===== src/rtl/flash_cmd_pkg.sv =====
package flash_cmd_pkg;
  localparam int DATA_W = 8;

  typedef enum logic [1:0] {
    ST_IDLE    = 2'd0,
    ST_UNLOCK  = 2'd1,
    ST_PROG    = 2'd2,
    ST_ERASE   = 2'd3
  } fsm_state_e;

  typedef enum logic [1:0] {
    OP_NONE   = 2'd0,
    OP_PROG   = 2'd1,
    OP_SECTOR = 2'd2,
    OP_CHIP   = 2'd3
  } op_kind_e;

  localparam logic [14:0] ADDR_KEY_A = 15'h5555;
  localparam logic [14:0] ADDR_KEY_B = 15'h2AAA;

  localparam logic [DATA_W-1:0] D_KEY_A     = 8'hAA;
  localparam logic [DATA_W-1:0] D_KEY_B     = 8'h55;
  localparam logic [DATA_W-1:0] D_CMD_PROG  = 8'hA0;
  localparam logic [DATA_W-1:0] D_CMD_ERASE = 8'h80;
  localparam logic [DATA_W-1:0] D_CMD_ID    = 8'h90;
  localparam logic [DATA_W-1:0] D_CMD_EXIT  = 8'hF0;
  localparam logic [DATA_W-1:0] D_ER_CHIP   = 8'h10;
  localparam logic [DATA_W-1:0] D_ER_SECTOR = 8'h30;
  localparam logic [DATA_W-1:0] D_ID_MFR    = 8'hBF;
  localparam logic [DATA_W-1:0] D_ID_DEV    = 8'hB7;
  localparam logic [DATA_W-1:0] D_FILL      = 8'hFF;
endpackage


===== src/rtl/flash_key_match.sv =====
module flash_key_match
  import flash_cmd_pkg::*;
#(
  parameter int CMD_AW = 15
) (
  input  logic [CMD_AW-1:0] addr_i,
  input  logic [DATA_W-1:0] data_i,
  output logic              key_a_o,
  output logic              key_b_o,
  output logic              at_cmd_o
);
  assign at_cmd_o = (addr_i == ADDR_KEY_A[CMD_AW-1:0]);
  assign key_a_o  = at_cmd_o && (data_i == D_KEY_A);
  assign key_b_o  = (addr_i == ADDR_KEY_B[CMD_AW-1:0]) && (data_i == D_KEY_B);
endmodule


===== src/rtl/flash_cmd_fsm.sv =====
module flash_cmd_fsm
  import flash_cmd_pkg::*;
(
  input  logic              clk_i,
  input  logic              rst_ni,
  input  logic              wr_en_i,
  input  logic [DATA_W-1:0] data_i,
  input  logic              key_a_i,
  input  logic              key_b_i,
  input  logic              at_cmd_i,
  output op_kind_e          req_kind_o,
  output logic              id_mode_o
);
  fsm_state_e state_q, state_d;
  logic [1:0] step_q, step_d;
  logic       id_q, id_d;

  always_comb begin
    state_d    = state_q;
    step_d     = step_q;
    id_d       = id_q;
    req_kind_o = OP_NONE;
    if (wr_en_i) begin
      unique case (state_q)
        ST_IDLE: begin
          if (key_a_i) begin
            state_d = ST_UNLOCK;
            step_d  = 2'd0;
          end else if (data_i == D_CMD_EXIT) begin
            id_d = 1'b0;
          end
        end
        ST_UNLOCK: begin
          if (step_q == 2'd0) begin
            if (key_b_i) step_d = 2'd1;
            else         state_d = ST_IDLE;
          end else begin
            state_d = ST_IDLE;
            step_d  = 2'd0;
            if (at_cmd_i) begin
              case (data_i)
                D_CMD_PROG:  state_d = ST_PROG;
                D_CMD_ERASE: state_d = ST_ERASE;
                D_CMD_ID:    id_d = 1'b1;
                D_CMD_EXIT:  id_d = 1'b0;
                default:     ;
              endcase
            end
          end
        end
        ST_PROG: begin
          req_kind_o = OP_PROG;
          state_d    = ST_IDLE;
        end
        ST_ERASE: begin
          if (step_q == 2'd0) begin
            if (key_a_i) step_d = 2'd1;
            else         state_d = ST_IDLE;
          end else if (step_q == 2'd1) begin
            if (key_b_i) step_d = 2'd2;
            else         state_d = ST_IDLE;
          end else begin
            if (at_cmd_i && data_i == D_ER_CHIP) req_kind_o = OP_CHIP;
            else if (data_i == D_ER_SECTOR)      req_kind_o = OP_SECTOR;
            state_d = ST_IDLE;
            step_d  = 2'd0;
          end
        end
        default: state_d = ST_IDLE;
      endcase
    end
  end

  always_ff @(posedge clk_i or negedge rst_ni) begin
    if (!rst_ni) begin
      state_q <= ST_IDLE;
      step_q  <= 2'd0;
      id_q    <= 1'b0;
    end else begin
      state_q <= state_d;
      step_q  <= step_d;
      id_q    <= id_d;
    end
  end

  assign id_mode_o = id_q;
endmodule


===== src/rtl/flash_id_rom.sv =====
module flash_id_rom
  import flash_cmd_pkg::*;
#(
  parameter int ADDR_W    = 19,
  parameter int PERIOD_AW = 9
) (
  input  logic [ADDR_W-1:0] rd_addr_i,
  output logic [DATA_W-1:0] id_data_o
);
  logic [PERIOD_AW-1:0] offs;
  assign offs = rd_addr_i[PERIOD_AW-1:0];

  always_comb begin
    if (offs == PERIOD_AW'(0))      id_data_o = D_ID_MFR;
    else if (offs == PERIOD_AW'(1)) id_data_o = D_ID_DEV;
    else                            id_data_o = D_FILL;
  end
endmodule


===== src/rtl/flash_cmd_ctrl.sv =====
module flash_cmd_ctrl
  import flash_cmd_pkg::*;
#(
  parameter int ADDR_W    = 19,
  parameter int CMD_AW    = 15,
  parameter int SECTOR_AW = 12,
  parameter int PERIOD_AW = 9
) (
  input  logic              clk_i,
  input  logic              rst_ni,
  input  logic              wr_en_i,
  input  logic [ADDR_W-1:0] wr_addr_i,
  input  logic [7:0]        wr_data_i,
  input  logic [ADDR_W-1:0] rd_addr_i,
  output logic              op_valid_o,
  output logic [1:0]        op_kind_o,
  output logic [ADDR_W-1:0] op_addr_o,
  output logic [7:0]        op_data_o,
  output logic              id_mode_o,
  output logic [7:0]        id_data_o
);
  localparam int SEC_HI_W = ADDR_W - SECTOR_AW;

  logic     key_a, key_b, at_cmd;
  op_kind_e req_kind;

  flash_key_match #(.CMD_AW(CMD_AW)) u_match (
    .addr_i  (wr_addr_i[CMD_AW-1:0]),
    .data_i  (wr_data_i),
    .key_a_o (key_a),
    .key_b_o (key_b),
    .at_cmd_o(at_cmd)
  );

  flash_cmd_fsm u_fsm (
    .clk_i     (clk_i),
    .rst_ni    (rst_ni),
    .wr_en_i   (wr_en_i),
    .data_i    (wr_data_i),
    .key_a_i   (key_a),
    .key_b_i   (key_b),
    .at_cmd_i  (at_cmd),
    .req_kind_o(req_kind),
    .id_mode_o (id_mode_o)
  );

  flash_id_rom #(.ADDR_W(ADDR_W), .PERIOD_AW(PERIOD_AW)) u_id (
    .rd_addr_i(rd_addr_i),
    .id_data_o(id_data_o)
  );

  logic [ADDR_W-1:0] addr_d;
  logic [7:0]        data_d;

  always_comb begin
    unique case (req_kind)
      OP_PROG: begin
        addr_d = wr_addr_i;
        data_d = wr_data_i;
      end
      OP_SECTOR: begin
        addr_d = {wr_addr_i[ADDR_W-1:SECTOR_AW], {SECTOR_AW{1'b0}}};
        data_d = D_FILL;
      end
      OP_CHIP: begin
        addr_d = '0;
        data_d = D_FILL;
      end
      default: begin
        addr_d = '0;
        data_d = '0;
      end
    endcase
  end

  always_ff @(posedge clk_i or negedge rst_ni) begin
    if (!rst_ni) begin
      op_valid_o <= 1'b0;
      op_kind_o  <= OP_NONE;
      op_addr_o  <= '0;
      op_data_o  <= '0;
    end else begin
      op_valid_o <= (req_kind != OP_NONE);
      op_kind_o  <= req_kind;
      if (req_kind != OP_NONE) begin
        op_addr_o <= addr_d;
        op_data_o <= data_d;
      end
    end
  end
endmodule


===== config.mk =====
export PLATFORM = sky130hd
export DESIGN_NAME = flash_cmd_ctrl
export DESIGN_NICKNAME = d
export VERILOG_FILES = /design/src/rtl/flash_cmd_pkg.sv /design/src/rtl/flash_key_match.sv /design/src/rtl/flash_cmd_fsm.sv /design/src/rtl/flash_id_rom.sv /design/src/rtl/flash_cmd_ctrl.sv
export SDC_FILE = /design/constraint.sdc
export NUM_CORES = 1
export LEC_CHECK = 0
export BUFFER_PORTS_ARGS = -buffer_cell sky130_fd_sc_hd__buf_2
export CORE_MARGIN = 1.5
export CORE_UTILIZATION = 46
export CTS_CLUSTER_SIZE = 12
export DETAILED_ROUTE_END_ITERATION = 7
export HOLD_SLACK_MARGIN = 0.08
export PLACE_DENSITY = 0.83
export SETUP_SLACK_MARGIN = 0.4
export SYNTH_ARGS = -nofsm -noshare
export SYNTH_HDL_FRONTEND = slang
export SYNTH_SLANG_ARGS = --single-unit

===== constraint.sdc =====
create_clock -name clk_i -period 2.5 [get_ports clk_i]
set_input_delay 0.5 -clock clk_i [delete_from_list [all_inputs] [get_ports clk_i]]
set_output_delay 0.5 -clock clk_i [all_outputs]
set_load 0.02 [all_outputs]

== After elaboration in Yosys (flattened, before gate mapping) ==
Index checks and enable logic that the tools add are counted.

* Bits in registers: 35
* Bits of input ports: 49
* Word-level logic and storage cells: 80

* Equality and inequality tests: 28
* Mux-type cells: 32
* Reductions and logical operators: 13

{| class="wikitable"
|+ Operator list
! operator !! number
|-
| 8-bit == test (second input constant) || 5
|-
| 19-bit one-hot mux with 2 select lines || 1
|-
| 2-bit two-way mux || 18
|-
| 8-bit one-hot mux with 2 select lines || 1
|-
| 15-bit by 14-bit == test with 1-bit output (second input constant) || 1
|-
| 15-bit == test (second input constant) || 1
|-
| 9-bit by 1-bit == test with 1-bit output (second input constant) || 1
|-
| 9-bit logical NOT || 1
|-
| 3-bit != test (second input constant) || 3
|-
| 2-bit == test (second input constant) || 4
|-
| 8-bit by 5-bit == test with 1-bit output (second input constant) || 1
|-
| 8-bit by 6-bit == test with 1-bit output (second input constant) || 1
|-
| 8-bit by 7-bit == test with 1-bit output (second input constant) || 1
|-
| 8-bit two-way mux || 1
|-
| 2-bit one-hot mux with 2 select lines || 2
|-
| 2-bit one-hot mux with 4 select lines || 1
|-
| 7-bit two-way mux || 1
|-
| 7-bit AND reduction || 1
|-
| 2-bit by 1-bit == test with 1-bit output (second input constant) || 3
|-
| 2-bit != test (second input constant) || 3
|-
| 2-bit one-hot mux with 3 select lines || 1
|-
| 6-bit AND reduction || 1
|-
| 2-bit logical NOT || 2
|-
| 1-bit two-way mux || 4
|-
| 9 further kinds || 14
|}

== Depth between registers and ports, before layout ==
* Depth in word-level cells: 10
* Gate-level depth with buffers: 10
* Gate-level depth less buffers: 9

== Cells and area by module ==
From an unflattened synthesis, not the netlist that was laid out.

* Cell total of the unflattened synthesis: 188
* Area total of the unflattened synthesis: 1,933.1 um2

{| class="wikitable"
|+ By module, submodules not included
! module !! instances !! cells each !! area each (um2) !! seq. area each (um2)
|-
| flash_cmd_ctrl || 1 || 107 || 1,226.2 || 750.7
|-
| flash_cmd_fsm || 1 || 52 || 484.2 || 125.1
|-
| flash_key_match || 1 || 18 || 152.6 || 0.0
|-
| flash_id_rom || 1 || 11 || 70.1 || 0.0
|}

== Worst setup path after synthesis ==
Ideal clock, no wire load.

* Path kind: in2reg
* From: input port wr_data_i[0]
* To: register op_data_o[6]
* Setup time: 0.137 ns
* Arrival time: 2.170 ns
* Required time: 2.363 ns
* Slack: 0.194 ns
* Stages on the path: 10
* Path through: nor2_1 > nor4b_4 > and4b_1 > a21bo_2 > nand2_1 > ha_1 > clkbuf_1 > buf_1 > a211oi_1 > a21oi_1

* Longest elaborated chain between the ends: 10

{| class="wikitable"
|+ Ends and longest elaborated chain
! what !! RTL line !! RTL
|-
| start, declared || flash_cmd_ctrl.sv:13 || <nowiki>input logic [7:0] wr_data_i,</nowiki>
|-
| 8-bit by 6-bit == test with 1-bit output / 8-bit by 5-bit == test with 1-bit output (equally long branches) || flash_cmd_fsm.sv:64, flash_cmd_fsm.sv:63 ||
|-
| 2-bit two-way mux / 1-bit logical AND (equally long branches) || flash_cmd_fsm.sv:64, flash_cmd_fsm.sv:63 ||
|-
| 2-bit two-way mux (*) || flash_cmd_fsm.sv:63 || <nowiki>if (at_cmd_i && data_i == D_ER_CHIP) req_kind_o = OP_CHIP;</nowiki>
|-
| 2-bit two-way mux (*) || flash_cmd_fsm.sv:59 || <nowiki>end else if (step_q == 2'd1) begin</nowiki>
|-
| 2-bit two-way mux (*) || flash_cmd_fsm.sv:56 || <nowiki>if (step_q == 2'd0) begin</nowiki>
|-
| 2-bit one-hot mux with 2 select lines (*) || flash_cmd_fsm.sv:24 || <nowiki>unique case (state_q)</nowiki>
|-
| 2-bit two-way mux (*) || flash_cmd_fsm.sv:23 || <nowiki>if (wr_en_i) begin</nowiki>
|-
| 2-bit == test || flash_cmd_ctrl.sv:56 || <nowiki>unique case (req_kind)</nowiki>
|-
| 2-bit OR reduction (no source line) || -- ||
|-
| 8-bit one-hot mux with 2 select lines || flash_cmd_ctrl.sv:56 ||
|-
| end signal, assigned || flash_cmd_ctrl.sv:87 || <nowiki>op_data_o <= data_d;</nowiki>
|-
| end, declared || flash_cmd_ctrl.sv:18 || <nowiki>output logic [7:0] op_data_o,</nowiki>
|}

Every way passes the cells marked *; elsewhere a longest branch is shown, timed or not.
A chain may end at the register's enable or synchronous reset.

== Worst setup path in the final report ==
* From: input port wr_data_i[2]
* To: register op_addr_o[15]

* Longest elaborated chain between the ends: 9

{| class="wikitable"
|+ Ends and longest elaborated chain
! what !! RTL line !! RTL
|-
| 8-bit by 6-bit == test with 1-bit output / 8-bit by 5-bit == test with 1-bit output (equally long branches) || flash_cmd_fsm.sv:64, flash_cmd_fsm.sv:63 ||
|-
| 2-bit two-way mux / 1-bit logical AND (equally long branches) || flash_cmd_fsm.sv:64, flash_cmd_fsm.sv:63 ||
|-
| 2-bit two-way mux (*) || flash_cmd_fsm.sv:63 ||
|-
| 2-bit two-way mux (*) || flash_cmd_fsm.sv:59 ||
|-
| 2-bit two-way mux (*) || flash_cmd_fsm.sv:56 ||
|-
| 2-bit one-hot mux with 2 select lines (*) || flash_cmd_fsm.sv:24 ||
|-
| 2-bit two-way mux (*) || flash_cmd_fsm.sv:23 ||
|-
| 2-bit == test / 2-bit by 1-bit == test with 1-bit output (equally long branches) || flash_cmd_ctrl.sv:56 ||
|-
| 19-bit one-hot mux with 2 select lines || flash_cmd_ctrl.sv:56 ||
|-
| end signal, assigned || flash_cmd_ctrl.sv:86 || <nowiki>op_addr_o <= addr_d;</nowiki>
|-
| end, declared || flash_cmd_ctrl.sv:17 || <nowiki>output logic [ADDR_W-1:0] op_addr_o,</nowiki>
|}

Marks and branches as above.

==> results.sh <==
export IMPL_syn_area_sq_um=1894
export IMPL_synth_edff_count=0
export IMPL_postSynthCellCount=197
export IMPL_initial_core_util=0.4770
export IMPL_grt_antenna_before_repair=0
export IMPL_end_kind="flip-flop"
export IMPL_hold_path_class="in -> async"
export IMPL_tritoncts="built"
export IMPL_die_y_um=67.17
export IMPL_reg2reg_from="u_fsm.state_q[1]$_DFFE_PN0P_"
export IMPL_ys_types=45
export IMPL_hold_viol_final=0
export IMPL_wl_per_cell_um=14.26
export IMPL_synth_flop_cell="dfrtp_1"
export IMPL_crit_path_start="wr_data_i[2]"
export IMPL_setup_tns_ps=0
export IMPL_place_congestion=0.8984
export IMPL_vias_per_cell=5.469
export IMPL_grt_overflow=0
export IMPL_numCtsBuffers=5
export IMPL_dieWidth_um=67.17
export IMPL_dp_hpwl_um=3308
export IMPL_n_fill_cell=332
export IMPL_postPlaceCellArea_sq_um=2350
export IMPL_fmaxAchievable_mhz=471.1
export IMPL_grt_max_degree=48
export IMPL_fin_nets=324
export IMPL_syn2layout_area_growth_pct=33.88
export IMPL_ant_nets=0
export IMPL_yosys_area_top_type_share=0.4624
export IMPL_grt_pass1_wl_um=7031
export IMPL_grt_pass1_vias=1605
export IMPL_portBuffers=71
export IMPL_powerDensity_nw_per_um2=466.5
export IMPL_drc=0
export IMPL_drv_slew=0
export IMPL_grt_usage=0.2055
export IMPL_worstPathRequired_ps=2680
export IMPL_drtPass1Iterations=4
export IMPL_drt_iter0_drc=94
export IMPL_p_leak_nw=1.265
export IMPL_p_int_mw=0.9254
export IMPL_fin_area_sq_um=2536
export IMPL_clkPwrFrac=0.446
export IMPL_die_area_sq_um=4512
export IMPL_status="complete, no violations"
export IMPL_yosysWarnings=0
export IMPL_antenna_cells=0
export IMPL_yosys_top_cells_area="dfrtp_1 46%, nand2_1 5.5%, o21ai_0 4.8%"
export IMPL_drt_wl_total_um=4593
export IMPL_hold_buffers=0
export IMPL_maxCapViolations=0
export IMPL_startpoint_type="primary input"
export IMPL_min_period_over_period=0.8491
export IMPL_rows=23
export IMPL_yosysSeqAreaShare=0.4624
export IMPL_clock_latency_ps=290
export IMPL_pwr_share_seq=0.478
export IMPL_cts_sinks=35
export IMPL_cts_max_path_buffers=2
export IMPL_fin_skew_ps=5.259
export IMPL_power_mw=1.183
export IMPL_root_buffer="clkbuf_8"
export IMPL_synth_avg_cell_area_sq_um=9.616
export IMPL_crit_fanout=7
export IMPL_cts_htree_levels=2
export IMPL_setup_viol=0
export IMPL_drive_above_1_share=0.4154
export IMPL_fin_worst_hold_slack_ps=275.6
export IMPL_arrival_ps=2300
export IMPL_sw_frac_of_total=0.2178
export IMPL_p_sw_mw=0.2577
export IMPL_core_sq_um=3971
export IMPL_vias=1761
export IMPL_worstSetupPathType="in -> reg"
export IMPL_period_needed_ps=2123
export IMPL_async_flop_share=1.000
export IMPL_clk_pin_slew_worst_paths_ps=70
export IMPL_ios=88
export IMPL_rsz0062_at_grt="yes"
export IMPL_worst_slew_pin_slew_ps=750.9
export IMPL_combPwrFrac=0.076
export IMPL_netlist_top_cell_by_area="dfrtp_1"
export IMPL_relSlewSlack=0.4994
export IMPL_peakVddDrop_v=0.0002749
export IMPL_ys_ff_latch=35
## power groups by stage
stage | combinational, mW | sequential [mW] | clock (mW)
after global placement | 0.0835 | 0.577 | 0
after CTS | 0.0845 | 0.566 | 0.541
after floorplan | 0.0318 | 0.577 | 0
final | 0.0895 | 0.566 | 0.528
after detailed placement | 0.0843 | 0.577 | 0
after global routing | 0.0990 | 0.565 | 0.560
## registers in the layout, summed over array words and instances (netlist names)
| name | count |
|---|---|
| op_addr_o | 19 |
| op_data_o | 8 |
| op_kind_o | 2 |
| op_valid_o | 1 |
| u_fsm.id_mode_o | 1 |
| u_fsm.state_q | 2 |
| u_fsm.step_q | 2 |
## metrics by stage
step / std cells / utilization / setup slack, ps
after detailed placement: 311 / 0.5917 / 95.95
after CTS: 319 / 0.6213 / 411.7
final: 322 / 0.6386 / 377.3
after global routing: 322 / 0.6386 / 283.3
after floorplan: 202 / - / 302.9
after global placement: 311 / 0.5917 / 142.8
## final cells by class
cell class,count,area [sq um],area share
clock inverters,2,35.03,0.01381
multi-input cells,139,991.0,0.3907
well taps,50,62.56,0.02467
flip-flops and latches,35,875.8,0.3453
repair buffers,78,444.2,0.1751
inverters,12,45.04,0.01776
clock buffers,6,82.58,0.03256
## timing repair
item	4_1_cts	5_1_grt
gates resized for setup	0	13
buffers inserted	0	3
setup endpoints to repair	0	23
## cells in the final DEF (no fill, tap or decap), types with 5 or more instances in the layout
| cell | count |
|---|---|
| a21oi_1 | 8 |
| buf_2 | 69 |
| nor2_1 | 5 |
| o21ai_0 | 18 |
| clkbuf_8 | 6 |
| nand4_1 | 6 |
| a211oi_2 | 8 |
| nand2_1 | 27 |
| dfrtp_1 | 35 |
| a22o_1 | 7 |
| inv_1 | 11 |
| nor4_1 | 6 |
| buf_4 | 5 |
| conb_1 | 6 |
## worst max-delay path, cell delays in order
cell and delay [ps]:
buf_8 100, nor2_4 120, nor4b_4 290, and4b_1 270
a21bo_2 170, nand2_2 90, ha_4 170, buf_4 130
o211a_4 260, a22o_1 200
## cells by family after synthesis
group,after synthesis,share of synthesized area
AOI/OAI and AO/OA,50,0.1750
xor gates and xnor gates,1,0.004624
adders and majority gates,4,0.02642
buffers and inverters,28,0.06802
DFF,35,0.4624
muxes,1,0.005944
other,1,0.001980
and+or+nand+nor,77,0.2556
## cells in the mapped netlist (all sizes together), types with 2 or more instances
| cell | n |
|---|---|
| nor2 | 6 |
| nand4 | 7 |
| nor3b | 4 |
| nand2 | 28 |
| o21ai | 19 |
| ha | 4 |
| nor4bb | 2 |
| nor4 | 6 |
| a211oi | 8 |
| inv | 12 |
| and4b | 3 |
| nor2b | 2 |
| nand2b | 2 |
| clkbuf | 6 |
| a22o | 7 |
| nor4b | 2 |
| and2 | 2 |
| nor3 | 4 |
| and4bb | 3 |
| dfrtp | 35 |
| buf | 10 |
| a21oi | 8 |
| nand3 | 3 |
## path summary, 6_finish.rpt
check	end	cells after the start	slack [ps]
max reg2reg	op_addr_o[15]$_DFFE_PN0P_	5	590
max	op_addr_o[15]$_DFFE_PN0P_	10	380
max in group asynchronous	op_valid_o$_DFF_PN0_	1	1750
min	op_addr_o[3]$_DFFE_PN0P_	1	280
min in group clk_i	op_addr_o[17]$_DFFE_PN0P_	2	420
min reg2reg	op_addr_o[10]$_DFFE_PN0P_	2	490
## layer usage
metal  GRT usage  up-vias  wire (um)
li1            -      850          -
met4     0.08673        0         69
met1      0.2529      840       1988
met5           0        -          0
met3     0.04333        7        279
met2      0.3490       64       2256
No activity file was read; power rests on OpenSTA's default activity.
